[src/rtl/lcd_stat_irq.sv]
module lcd_stat_irq #(
  parameter int LINE_W = 8
) (
  input  logic              clk,
  input  logic              rst_n,
  input  logic              disp_en_i,
  input  logic              color_i,
  input  logic [1:0]        mode_i,
  input  logic [LINE_W-1:0] line_i,
  input  logic              cmp_wr_i,
  input  logic [LINE_W-1:0] cmp_data_i,
  input  logic              stat_wr_i,
  input  logic [7:0]        stat_data_i,
  output logic [7:0]        stat_o,
  output logic              irq_o
);

  logic [3:0]        en_q;
  logic [1:0]        mode_q;
  logic              match_q;
  logic              disp_q;
  logic              prev_q;
  logic [LINE_W-1:0] cmp_q;
  logic [LINE_W-1:0] cmp_next;
  logic              irq_line;
  logic              quirk;

  assign cmp_next = cmp_wr_i ? cmp_data_i : cmp_q;

  assign irq_line = disp_q & ((en_q[0] & (mode_q == 2'd0)) |
                              (en_q[1] & (mode_q == 2'd1)) |
                              (en_q[2] & (mode_q == 2'd2)) |
                              (en_q[3] & match_q));

  assign quirk = stat_wr_i & disp_q & ~color_i & ~irq_line & (mode_q != 2'd3);

  assign stat_o = {1'b1, en_q, match_q, mode_q};

  always_ff @(posedge clk) begin
    if (!rst_n) begin
      en_q    <= '0;
      mode_q  <= '0;
      match_q <= 1'b0;
      disp_q  <= 1'b0;
      prev_q  <= 1'b0;
      cmp_q   <= '0;
      irq_o   <= 1'b0;
    end else begin
      prev_q <= irq_line;
      irq_o  <= (irq_line & ~prev_q) | quirk;
      disp_q <= disp_en_i;
      mode_q <= disp_en_i ? mode_i : 2'd0;
      cmp_q  <= cmp_next;
      if (stat_wr_i) en_q <= stat_data_i[6:3];
      if (disp_en_i) match_q <= (cmp_next == line_i);
    end
  end

  a_r4_no_irq_disabled: assert property (@(posedge clk) disable iff (!rst_n)
    !disp_q |=> !irq_o);

  a_r4_match_hold: assert property (@(posedge clk) disable iff (!rst_n)
    !disp_en_i |=> $stable(stat_o[2]));

  a_r3_cmp_write: assert property (@(posedge clk) disable iff (!rst_n)
    (disp_en_i && cmp_wr_i) |=> (stat_o[2] == ($past(cmp_data_i) == $past(line_i))));

  a_r6_no_refire: assert property (@(posedge clk) disable iff (!rst_n)
    (prev_q && irq_line) |=> !irq_o);

  a_r8_color_quiet: assert property (@(posedge clk) disable iff (!rst_n)
    (color_i && !irq_line) |=> !irq_o);

endmodule

[config.mk]
export PLATFORM = sky130hd
export DESIGN_NAME = lcd_stat_irq
export DESIGN_NICKNAME = d
export VERILOG_FILES = /design/src/rtl/lcd_stat_irq.sv
export SDC_FILE = /design/constraint.sdc
export NUM_CORES = 1
export LEC_CHECK = 0
export BUFFER_PORTS_ARGS = -buffer_cell sky130_fd_sc_hd__clkbuf_2
export CORE_AREA = 5 5 55 45
export CTS_BUF_LIST = sky130_fd_sc_hd__clkbuf_2
export CTS_CLUSTER_DIAMETER = 150
export DETAILED_ROUTE_END_ITERATION = 12
export DIE_AREA = 0 0 60 50
export PLACE_DENSITY = 0.85
export SETUP_SLACK_MARGIN = 0.5
export SYNTH_ARGS = -nofsm -noshare
export SYNTH_HDL_FRONTEND = slang
export SYNTH_SLANG_ARGS = --single-unit
[constraint.sdc]
create_clock -name clk -period 1.4 [get_ports clk]
set_input_delay 0.28 -clock clk [delete_from_list [all_inputs] [get_ports clk]]
set_output_delay 0.28 -clock clk [all_outputs]
set_load 0.02 [all_outputs]
After elaboration in Yosys (flattened, before gate mapping)
Cells that the tools add are included.

Equality and inequality tests: 4. Multiplexer cells: 1. Bitwise gates (word level): 17. Reductions and logical operators: 2.

Operators with widths (count): $and A1 B1 Y1 (10); $eq A8 B8 Y1 (1); $mux W8 (1); $or A1 B1 Y1 (4); $not A1 Y1 (3); $eq A2 B1 Y1 const B (1); $eq A2 B2 Y1 const B (1); $logic_not A2 Y1 (1); $ne A2 B2 Y1 const B (1); $reduce_and A2 Y1 (1).

Flip-flop bits (word level): 18. Input bits: 32. Output and inout port bits: 9. Word-level logic and storage cells: 31.

Logic depth before layout (Yosys ltp)
Gate-level depths: netlist of run 1.

Word-level depth: 10. Mapped depth: 5. Depth with buffers taken out: 4.

Worst setup path before layout of run 1
OpenSTA, ideal clock, no wires.

Kind: register to register. From: register mode_q[0]. To: register irq_o. Setup time: 130 ps. Arrival time: 1032 ps. Required time: 1270 ps. Setup slack: 239 ps. Cell stages (with the launch flop): 5. Buffers on the path: 0. Period minus slack after synthesis: 1161 ps. Cells stage by stage: dfxtp_1 > mux2i_1 > o221ai_1 > a31oi_1 > a211oi_1.

Word-level cells in the longest chain between the ends: 10. Elaborated cells on any way between the ends: 16. Those cells by class: eq/ne: 3; bitwise: 12; reduce/logical: 1.

RTL lines: from (decl) (line 19) `logic [1:0] mode_q;`; from (signal assigned) (line 52) `mode_q <= disp_en_i ? mode_i : 2'd0;`; $eq A2 B1 Y1 / $logic_not A2 Y1 (equally long branches) (line 31, 30); $and A1 B1 Y1, on equally long branches (line 31, 30); $or A1 B1 Y1 (line 30) `assign irq_line = disp_q & ((en_q[0] & (mode_q == 2'd0)) |`; $or A1 B1 Y1 (line 31) `(en_q[1] & (mode_q == 2'd1)) |`; $or A1 B1 Y1 (line 32) `(en_q[2] & (mode_q == 2'd2)) |`; $and A1 B1 Y1 (line 30); $not A1 Y1 (line 35) `assign quirk = stat_wr_i & disp_q & ~color_i & ~irq_line & (mode_q != 2'd3);`; $and A1 B1 Y1 (2 in a row) (line 35); $or A1 B1 Y1 * (line 50) `irq_o <= (irq_line & ~prev_q) | quirk;`; to (signal assigned) (line 50); to (decl) (line 15) `output logic irq_o`.

Every way passes the cells marked *; elsewhere a longest branch is shown, timed or not. A chain may end at the register's enable or synchronous reset.

Worst setup path after layout of run 1
From: register mode_q[0]. To: output stat_o[0].

RTL lines: to (decl) (line 14) `output logic [7:0] stat_o,`.

No word-level cell between the ends.

==> key figures, run 1 <==
Drt
  • Via Count: approximately 650
  • DR WL/cell: ~13 um
  • DR WL met2: 999 um
  • Met3 wire length: 130 um
  • Met1 WL: 720 um
  • Vias per cell: 4.62
  • # DRC: 0
  • Post-DRT Antenna Nets: 0
  • Top Metal Used: met4
  • Pre-antenna DRT Iters: 2
  • Detailed Route WL: 1.88 mm
  • Initial DRC Count: 3

Global routing
  • First-pass GRT wire length: between 3 and 4 mm
  • Vias in the first global route: 733
  • Largest net degree at the start of global routing: 12
  • Global router's overall resource usage: a little over an eighth
  • Initial antenna violation count: 0
  • Remaining Overflow, GRT: 0

Timing
  • F_max: 0.905 GHz
  • Pins Over Slew Limit: 0
  • Worst setup margin: 0.296 ns
  • Final Hold Viols: 0
  • Final Setup Violations: 0
  • Fin crit period: 1.10 ns
  • RSZ-0062 raised after global routing: true
  • Clk_skew: ~0.0064 ns
  • Fin crit share: roughly four fifths

Job
  • Max cap viols: 0

Worst setup path
  • Delay-heaviest family, CP: flip-flops
  • Worst Path Arrival: 0.82 ns
  • Worst EP required: roughly 1.1 ns
  • Crit end category: output port
  • CP max stage delay: 0.40 ns
  • CP Launch Type: register
  • Crit path max-delay cell type: dfxtp_4
  • Critical Path Fanout Max: 3
  • Crit path kind: reg2out
  • CP bufs+invs: 1
  • Crit path cell chain: clkbuf_8

Synth
  • Top-count cell post-synth: dfxtp_1
  • Top cell type by total area after synthesis: dfxtp_1
  • Leading post-synthesis cells by instance count: dfxtp_1 (18), mux2i_1 (13), xor2_1 (8)
  • Top cells by area, synth: dfxtp_1 (46%), mux2i_1 (17%), xor2_1 (8.9%)
  • #FFs+latches synth: 18
  • Post-Syn Area: 785 um^2
  • Post-synth EDFFs: 0
  • Syn_nets: roughly 110
  • Syn avg cell area: 10.6 um^2
  • Area fraction of the dominant cell type after synthesis: 45.9%
  • Seq/Total Area, Yosys: between 40% and 50%
  • Cells after synthesis: 74
  • YS warnings: 0
  • Fraction of registers with async set/reset: 0%
  • Synth cell types: 21
  • Ys flop type: dfxtp_1

Pwr
  • VDD IR max: 0.610 mV
  • Leakage: 0.000555 uW
  • PwrDens: 839 nW/um^2

Floorplanning
  • Core Area: 1890 um^2
  • Die X: about 60 um
  • Top Ports: 41
  • Row count: 14
  • Initial Utilization: 41.5%
  • DIE AREA: 3000 um^2
  • Die Span Y: 50 um

Clock network
  • CTS root buf: clkbuf_2
  • CTS tree: built
  • Worst-path clk slew: 0.16 ns
  • CTS buffer count: 3
  • Worst-Skew Late Latency: ~0.29 ns
  • CTS Sinks: 18
  • H-tree levels: 1
  • Clock buffer depth: 2

Finish
  • Register area: 380 um^2
  • Multi-input logic area: approximately 420 um^2
  • Layout cells sized above 1: ~56%
  • Fillers: 164
  • Area Overhead vs Synth: 49.1%
  • Antenna diodes: 0
  • Final core utilization: 61.8%
  • Post-layout net count: 149

Place
  • IO Port Bufs: 35
  • DP HPWL: about 1.4 mm
  • Pre-CTS setup slack: -0.0565 ns
  • GPL Wtd Cong: between 0.7 and 0.8

Worst hold path
  • Type of the most critical hold path: in2reg

Run status
  • Status: complete, no violations
-- metal layers --
layer,vias up,track usage [%]
met5,-,0
met3,4,5.48
met2,20,23.2
met1,293,14.2
met4,0,4.06
li1,330,-
-- final timing paths --
path	start	end	slack (ns)	cells past startpoint
setup / recovery	mode_q[0]$_SDFF_PN0_	stat_o[0]	0.30	1
hold / removal	stat_data_i[5]	en_q[2]$_SDFFE_PN0P_	0.24	3
setup reg to reg	cmp_q[4]$_SDFF_PN0_	match_q$_SDFFE_PN0P_	0.30	4
hold reg to reg	prev_q$_SDFF_PN0_	irq_o$_SDFF_PN0_	0.42	1
-- power breakdown --
group | leakage (uW) | total, uW | internal [uW] | switching [uW]
logic | 0.000388 | 215 | 124 | 90.8
clock network | 0.0000140 | 211 | 62.1 | 149
registers | 0.000153 | 556 | 537 | 18.2
total | 0.000555 | 982 | 724 | 258
-- what timing repair did --
item / CTS / global route
hold buffers: 0 / 0
pin swaps: 5 / 6
buffers inserted: 6 / 1
gates resized for setup: 24 / 15
endpoints found under the setup margin: 11 / 13
-- placed cells by master (no fill, tap or decap) --
master and count:
buf_8 6, buf_6 1, o31ai_2 1, nand3_1 1, xor2_1 8, mux2i_2 5, and2b_2 1, dfxtp_2 7
clkbuf_2 29, and3_1 2, nor2b_1 6, nand4_1 1, a211oi_1 1, clkbuf_8 1, and2b_1 6, and2_1 1
nand2_1 5, o221ai_2 1, mux2i_1 7, nand3b_1 1, clkinv_1 1, dfxtp_4 3, conb_1 1, inv_1 1
buf_4 8, mux2i_4 1, clkbuf_4 1, a31oi_1 1, dfxtp_1 8
-- state kept, by name (all words and copies together) (netlist names) --
name     cells
cmp_q        8
en_q         4
mode_q       2
disp_q       1
irq_o        1
match_q      1
prev_q       1
-- final cells by class --
class	count	area share (%)
repair buffers	43	26.7
flip-flops and latches	18	32.5
inverters	1	0.321
multi-input cells	50	36.3
clock inverters	1	0.321
clock buffers	3	1.28
well taps	24	2.57
-- per-stage QoR --
stage          instance area (um^2)  cells  total power (uW)  TNS [ns]  hold slack [ns]
6_report                       1170    140               982         0            0.239
5_1_grt                        1170    140              1040         0            0.217
4_1_cts                        1130    139               977         0            0.191
3_5_place_dp                    977    129               730   -0.0565            0.412
3_3_place_gp                    977    129               724  -0.00256            0.398
2_1_floorplan                   807     74               669         0            0.387
-- logic make-up after synthesis --
group	share of synthesized area, %
DFF	45.9
xor gates and xnor gates	8.93
and+or+nand+nor	18.8
other	0.478
AOI/OAI and AO/OA	4.47
muxes	16.6
buffers and inverters	4.78
Note: power is estimated with default switching activity, not from simulation.
==> run 2, diff against run 1 <==
- ABC_AREA: not set -> 1
- CORE_AREA: 5 5 55 45 -> 5 5 59 48
- DIE_AREA: 0 0 60 50 -> 0 0 64 53
- PLACE_DENSITY: 0.85 -> 0.82
- clock period: 1.4 -> 0.9 ns (I/O delays scaled with it)
==> run 2 against run 1 <==
Net effect:
- the run now ends with negative setup slack left
- setup slack got worse by 0.52 ns
- synthesized cell count increased by 81%
- clock-buffer cell count increased by 1
- sequential cell count unchanged
- cell area increased by 24%
- combinational power increased by 120%
- core utilization increased by 4.0 points
==> key figures, run 2 <==
Worst setup path
  • CP Capture Point: stat_o[0]
  • Worst Path Arrival: 0.95 ns
  • R2R depth: 9
  • Worst R2R Start: cmp_q[6]$_SDFF_PN0_
  • CP Launch Type: register
  • CP startpoint: mode_q[0]$_SDFF_PN0_
  • Worst EP required: 0.72 ns
  • Crit path kind: reg2out
  • FF-to-FF setup slack: -0.19 ns
  • Critical R2R Capture: match_q$_SDFFE_PN0P_
  • Crit end category: output port
  • Critical Path Fanout Max: 3

Drt
  • Pre-antenna DRT Iters: 4
  • Via Count: 1034
  • Initial DRC Count: 24
  • # DRC: 0
  • Detailed Route WL: 2.82 mm
  • Post-DRT Antenna Nets: 0
  • DR WL/cell: between 10 and 15 um
  • Vias per cell: 4.95

Synth
  • Syn avg cell area: between 6 and 7 um^2
  • Cells after synthesis: 134
  • Post-synth EDFFs: 0
  • Area fraction of the dominant cell type after synthesis: 41.9%
  • YS warnings: 0
  • #FFs+latches synth: 18
  • Ys flop type: dfxtp_1
  • Post-Syn Area: 861 um^2
  • Top cell type by total area after synthesis: dfxtp_1
  • Syn_nets: ~170
  • Top cells by area, synth: dfxtp_1 (42%), nand2_1 (17%), inv_1 (8.7%)
  • Leading post-synthesis cells by instance count: nand2_1 (39), inv_1 (20), dfxtp_1 (18), nor2_1 (18), nand3_1 (12)
  • Synth cell types: 17
  • Top-count cell post-synth: nand2_1
  • Fraction of registers with async set/reset: 0%
  • Seq/Total Area, Yosys: 41.9%

Place
  • Inst Count DP: 199
  • IO Port Bufs: 35
  • GPL Wtd Cong: between 0.8 and 0.9
  • DP Area: about 1200 um^2
  • DP HPWL: about 1.9 mm

Global routing
  • Global router's overall resource usage: 15.8%
  • First-pass GRT wire length: 4.26 mm
  • Remaining Overflow, GRT: 0
  • Initial antenna violation count: 0
  • Largest net degree at the start of global routing: 11
  • Vias in the first global route: a little under 1000

Finish
  • Fillers: 168
  • Layout cells sized above 1: 53.8%
  • Antenna diodes: 0
  • Finished Cell Area: about 1400 um^2
  • Biggest regs: cmp_q: 8 flops, en_q: 4 flops, mode_q: 2 flops
  • Non-filler instance count after layout: 209
  • Post-layout net count: 217
  • Top reg by flops: cmp_q
  • Area Overhead vs Synth: 68.0%
  • Commonest non-fill, non-tap cell in the layout: clkbuf_2
  • Max reg flops: 8
  • Final core utilization: 65.9%
  • Most frequent cells in the layout: clkbuf_2 (31), nand2_1 (25), inv_1 (18), nor2_1 (18)

Clock network
  • CTS root buf: clkbuf_2
  • CTS Sinks: 18
  • CTS buffer count: 3
  • CTS tree: built
  • Worst-Skew Late Latency: 0.31 ns
  • Clock buffer depth: 2
  • Worst-path clk slew: 0.18 ns
  • Hold-fix buffers at CTS: 0
  • H-tree levels: 1

Floorplanning
  • Initial Utilization: 39.2%
  • Row count: 15
  • Die X: approximately 64 um
  • Top Ports: 41
  • DIE AREA: about 3400 um^2
  • Die Span Y: 53 um
  • Core Area: 2200 um^2

Worst hold path
  • Hold Path Origin: mode_i[0]
  • Type of the most critical hold path: in2reg

Timing
  • RSZ-0062 raised after global routing: true
  • Final Hold Viols: 0
  • Fin crit period: 1.13 ns
  • Clk_skew: about 0.0027 ns
  • F_max: 0.887 GHz
  • Worst setup margin: -0.228 ns
  • Final Setup Violations: 11
  • Pins Over Slew Limit: 0
  • Sum Neg Setup Slack: -1.50 ns
  • Fin crit share: 125%

Run status
  • Failing checks: negative setup slack
  • Status: complete, but fails checks

Job
  • Max cap viols: 0

Pwr
  • PwrDens: 1190 nW/um^2
  • Sequential group share of total power: 50.3%
  • VDD IR max: 0.647 mV
  • Clock network power share: 22.2%
  • Leakage: 0.000761 uW
  • Internal Power: 1180 uW
  • Switch share: a little under a third
  • Total power: 1720 uW
  • Sw Pwr: 536 uW
  • Combinational power share: between 20% and 30%
-- run 2: cells by family (layout without fill, tap and decap cells) --
| kind of cell | after synthesis | in the layout | synth area share (%) |
|---|---|---|---|
| buffers and inverters | 25 | 75 | 12.6 |
| and+or+nand+nor | 71 | 71 | 33.3 |
| DFF | 18 | 18 | 41.9 |
| AOI/OAI and AO/OA | 19 | 19 | 11.8 |
| other | 1 | 1 | 0.436 |
-- run 2: stage by stage --
step	hold slack (ns)	setup WS, ns
final	0.0254	-0.228
after global routing	0.0357	-0.272
after CTS	0.0486	-0.195
after detailed placement	0.373	-0.331
after global placement	0.378	-0.296
after floorplan	0.282	-0.0954
-- run 2: worst max-delay path, stage by stage, from the launching register on --
cell and delay, ns:
dfxtp_4 0.40, buf_6 0.12, buf_8 0.12
-- run 2: worst min-delay path by stage --
stage / slack (ns) / cells after the start / end
finish: 0.03 / 3 / mode_q[0]$_SDFF_PN0_
global route: 0.04 / 3 / mode_q[1]$_SDFF_PN0_
CTS: 0.05 / 3 / mode_q[0]$_SDFF_PN0_
detailed placement: 0.37 / 3 / mode_q[1]$_SDFF_PN0_
global placement: 0.38 / 3 / mode_q[0]$_SDFF_PN0_
floorplan: 0.28 / 2 / mode_q[0]$_SDFF_PN0_
-- run 2: what timing repair did --
action / in CTS / in global routing
pin swaps: 6 / 6
setup buffers: 5 / 1
resized for setup: 42 / 20
gates cloned: 0 / 0
endpoints found under the setup margin: 23 / 23
-- run 2: routing by layer --
| layer | routed length (um) | part of all wire, % | track usage [%] | vias up |
|---|---|---|---|---|
| met5 | 0 | 0 | 0 | - |
| met4 | 102 | 3.6 | 6.23 | 0 |
| met3 | 122 | 4.3 | 2.97 | 16 |
| met2 | 1420 | 50 | 28.6 | 40 |
| met1 | 1180 | 42 | 18.4 | 466 |
| li1 | - | - | - | 512 |
-- run 2: layout make-up --
cell class              instances  area, um^2  area share (%)
clock buffers                   4        20.0            1.38
well taps                      25        31.3            2.16
multi-input cells              91         503            34.8
repair buffers                 49         410            28.4
flip-flops and latches         18         395            27.3
inverters                      22        86.3            5.97
-- run 2: power groups by stage --
| stage | combinational, uW | clock, uW | sequential, uW |
|---|---|---|---|
| finish | 472 | 382 | 865 |
| global route | 509 | 415 | 870 |
| detailed placement | 350 | 0 | 868 |
| global placement | 335 | 0 | 866 |
| floorplan | 181 | 0 | 887 |
| CTS | 429 | 362 | 856 |
==> run 3, diff against run 2 <==
- CORE_AREA: 5 5 59 48 -> 5 5 52 54
- DIE_AREA: 0 0 64 53 -> 0 0 57 59
- TNS_END_PERCENT: not set -> 30
==> run 3 against run 2 <==
Net effect:
- the run still ends with negative setup slack left
- clock-buffer cell count down 1
- wire length down 20%
- total power down 6.7%
- first-iteration DRC count up 33%
- clock skew up 0.0044 ns
- critical path depth up 7
- maximum frequency up 7.0%
- largest cell class unchanged
==> key figures, run 3 (synthesis results as in run 2) <==
Run status
  • Status: complete, but fails checks
  • Failing checks: negative setup slack

Floorplanning
  • Top Ports: 41
  • Initial Utilization: 39.7%
  • DIE AREA: 3360 um^2
  • Row count: 17
  • Core Area: 2170 um^2
  • Die X: 57 um
  • Die Span Y: 59 um

Drt
  • Vias per cell: 4.42
  • Post-DRT Antenna Nets: 0
  • Pre-antenna DRT Iters: 4
  • DR WL/cell: 10.3 um
  • Initial DRC Count: 32
  • Via Count: 967
  • # DRC: 0
  • Detailed Route WL: roughly 2.3 mm

Job
  • Max cap viols: 0

Worst setup path
  • Delay-heaviest family, CP: simple AND/OR/NAND/NOR gates
  • Worst EP required: around 1.1 ns
  • Crit path max-delay cell type: dfxtp_1
  • CP max stage delay: 0.32 ns
  • Worst R2R Start: cmp_q[6]$_SDFF_PN0_
  • FF-to-FF setup slack: -0.15 ns
  • Crit path top cell by count: nor2_1
  • Critical R2R Capture: match_q$_SDFFE_PN0P_
  • R2R depth: 9
  • Levels on crit path: 9
  • CP Capture Point: match_q$_SDFFE_PN0P_
  • Worst Path Arrival: 1.25 ns
  • Crit path kind: reg2reg
  • Critical Path Fanout Max: 2
  • CP startpoint: cmp_q[6]$_SDFF_PN0_
  • CP Launch Type: register
  • Crit path cell chain: or2_4 > nand2_2 > nand2_1 > nand2_1 > nor2_1 > nand2_1 > nor2_1 > nor2_1 > nor2_1
  • CP bufs+invs: 0
  • Crit end category: register

Pwr
  • Internal Power: 1160 uW
  • VDD IR max: just under 0.9 mV
  • Combinational power share: 26.8%
  • Sequential group share of total power: a little over half
  • Leakage: approximately 0.00075 uW
  • Total power: approximately 1600 uW
  • PwrDens: 1160 nW/um^2
  • Sw Pwr: 445 uW
  • Clock network power share: around a fifth
  • Switch share: 27.8%

Timing
  • RSZ-0062 raised after global routing: true
  • F_max: roughly 0.95 GHz
  • WHS: 0.0746 ns
  • Fin crit share: 117%
  • Pins Over Slew Limit: 0
  • Fin crit period: 1.05 ns
  • Final Setup Violations: 10
  • Sum Neg Setup Slack: -0.845 ns
  • Final Hold Viols: 0
  • Worst setup margin: -0.154 ns
  • Clk_skew: 0.00708 ns

Global routing
  • Largest net degree at the start of global routing: 10
  • Initial antenna violation count: 0
  • Global router's overall resource usage: 13.7%
  • First-pass GRT wire length: 3.62 mm
  • Vias in the first global route: 920
  • Remaining Overflow, GRT: 0

Place
  • GPL Wtd Cong: 0.792
  • Pre-CTS setup slack: -0.237 ns
  • IO Port Bufs: 35
  • DP HPWL: 1.68 mm

Clock network
  • Clock buffer depth: 2
  • CTS Sinks: 18
  • Hold-fix buffers at CTS: 0
  • Worst-Skew Late Latency: about 0.28 ns
  • Worst-path clk slew: 0.15 ns
  • CTS buffer count: 3
  • H-tree levels: 1
  • CTS root buf: clkbuf_2
  • CTS tree: built

Finish
  • Area Overhead vs Synth: 61.2%
  • Antenna diodes: 0
  • Post-layout net count: 225
  • Final core utilization: 64.0%
  • Commonest non-fill, non-tap cell in the layout: nand2_1
  • Top reg by flops: cmp_q
  • Biggest regs: cmp_q: 8 flops, en_q: 4 flops, mode_q: 2 flops
  • Fillers: 216
  • Most frequent cells in the layout: nand2_1 (32), clkbuf_2 (30), buf_4 (19), inv_1 (18), nor2_1 (18)
  • Max reg flops: 8
  • Layout cells sized above 1: 48.2%

Worst hold path
  • Type of the most critical hold path: in2reg
## run 3: layout make-up
type | instances | area [um^2] | share of cell area, %
Sequential cell | 18 | 382 | 27.5
Multi-Input combinational cell | 91 | 449 | 32.4
Inverter | 22 | 82.6 | 5.95
Timing Repair Buffer | 57 | 424 | 30.6
Tap cell | 28 | 35.0 | 2.52
Clock buffer | 3 | 15.0 | 1.08
## run 3: timing repair
action                                  4_1_cts  5_1_grt
endpoints found under the setup margin       23       23
resized for setup                            34       15
setup buffers                                 3        0
pin swaps                                    12        5
## run 3: metrics by stage
step	std cells	area (um^2)
2_1_floorplan	134	876
3_3_place_gp	213	1200
3_5_place_dp	213	1200
4_1_cts	219	1350
5_1_grt	219	1390
6_report	219	1390
## run 3: power by group through the flow
| stage | sequential [uW] | clock, uW | combinational, uW |
|---|---|---|---|
| 6_report | 871 | 302 | 430 |
| 2_1_floorplan | 893 | 0 | 163 |
| 4_1_cts | 865 | 322 | 405 |
| 3_3_place_gp | 875 | 0 | 343 |
| 3_5_place_dp | 877 | 0 | 348 |
| 5_1_grt | 876 | 349 | 480 |
## run 3: worst reg2reg max path: stages (launching register included)
cell,delay [ns]
dfxtp_1,0.32
or2_4,0.23
nand2_2,0.06
nand2_1,0.05
nand2_1,0.05
nor2_1,0.04
nand2_1,0.06
nor2_1,0.04
nor2_1,0.08
nor2_1,0.04
## run 3: routing by layer
layer | track usage (%) | up-vias | routed length, um
li1 | - | 529 | -
met1 | 15.1 | 400 | 1000
met2 | 23.5 | 34 | 1030
met3 | 3.92 | 4 | 205
met4 | 8.28 | 0 | 28
met5 | 0 | - | 0
## run 3: worst min-delay path by stage
| stage | start | end | slack, ns | cells past startpoint |
|---|---|---|---|---|
| after global routing | mode_i[1] | mode_q[1]$_SDFF_PN0_ | 0.05 | 3 |
| after floorplan | mode_i[0] | mode_q[0]$_SDFF_PN0_ | 0.28 | 2 |
| after CTS | mode_i[0] | mode_q[0]$_SDFF_PN0_ | 0.05 | 3 |
| after global placement | mode_i[0] | mode_q[0]$_SDFF_PN0_ | 0.37 | 3 |
| final | mode_i[0] | mode_q[0]$_SDFF_PN0_ | 0.07 | 3 |
| after detailed placement | mode_i[0] | mode_q[0]$_SDFF_PN0_ | 0.37 | 3 |
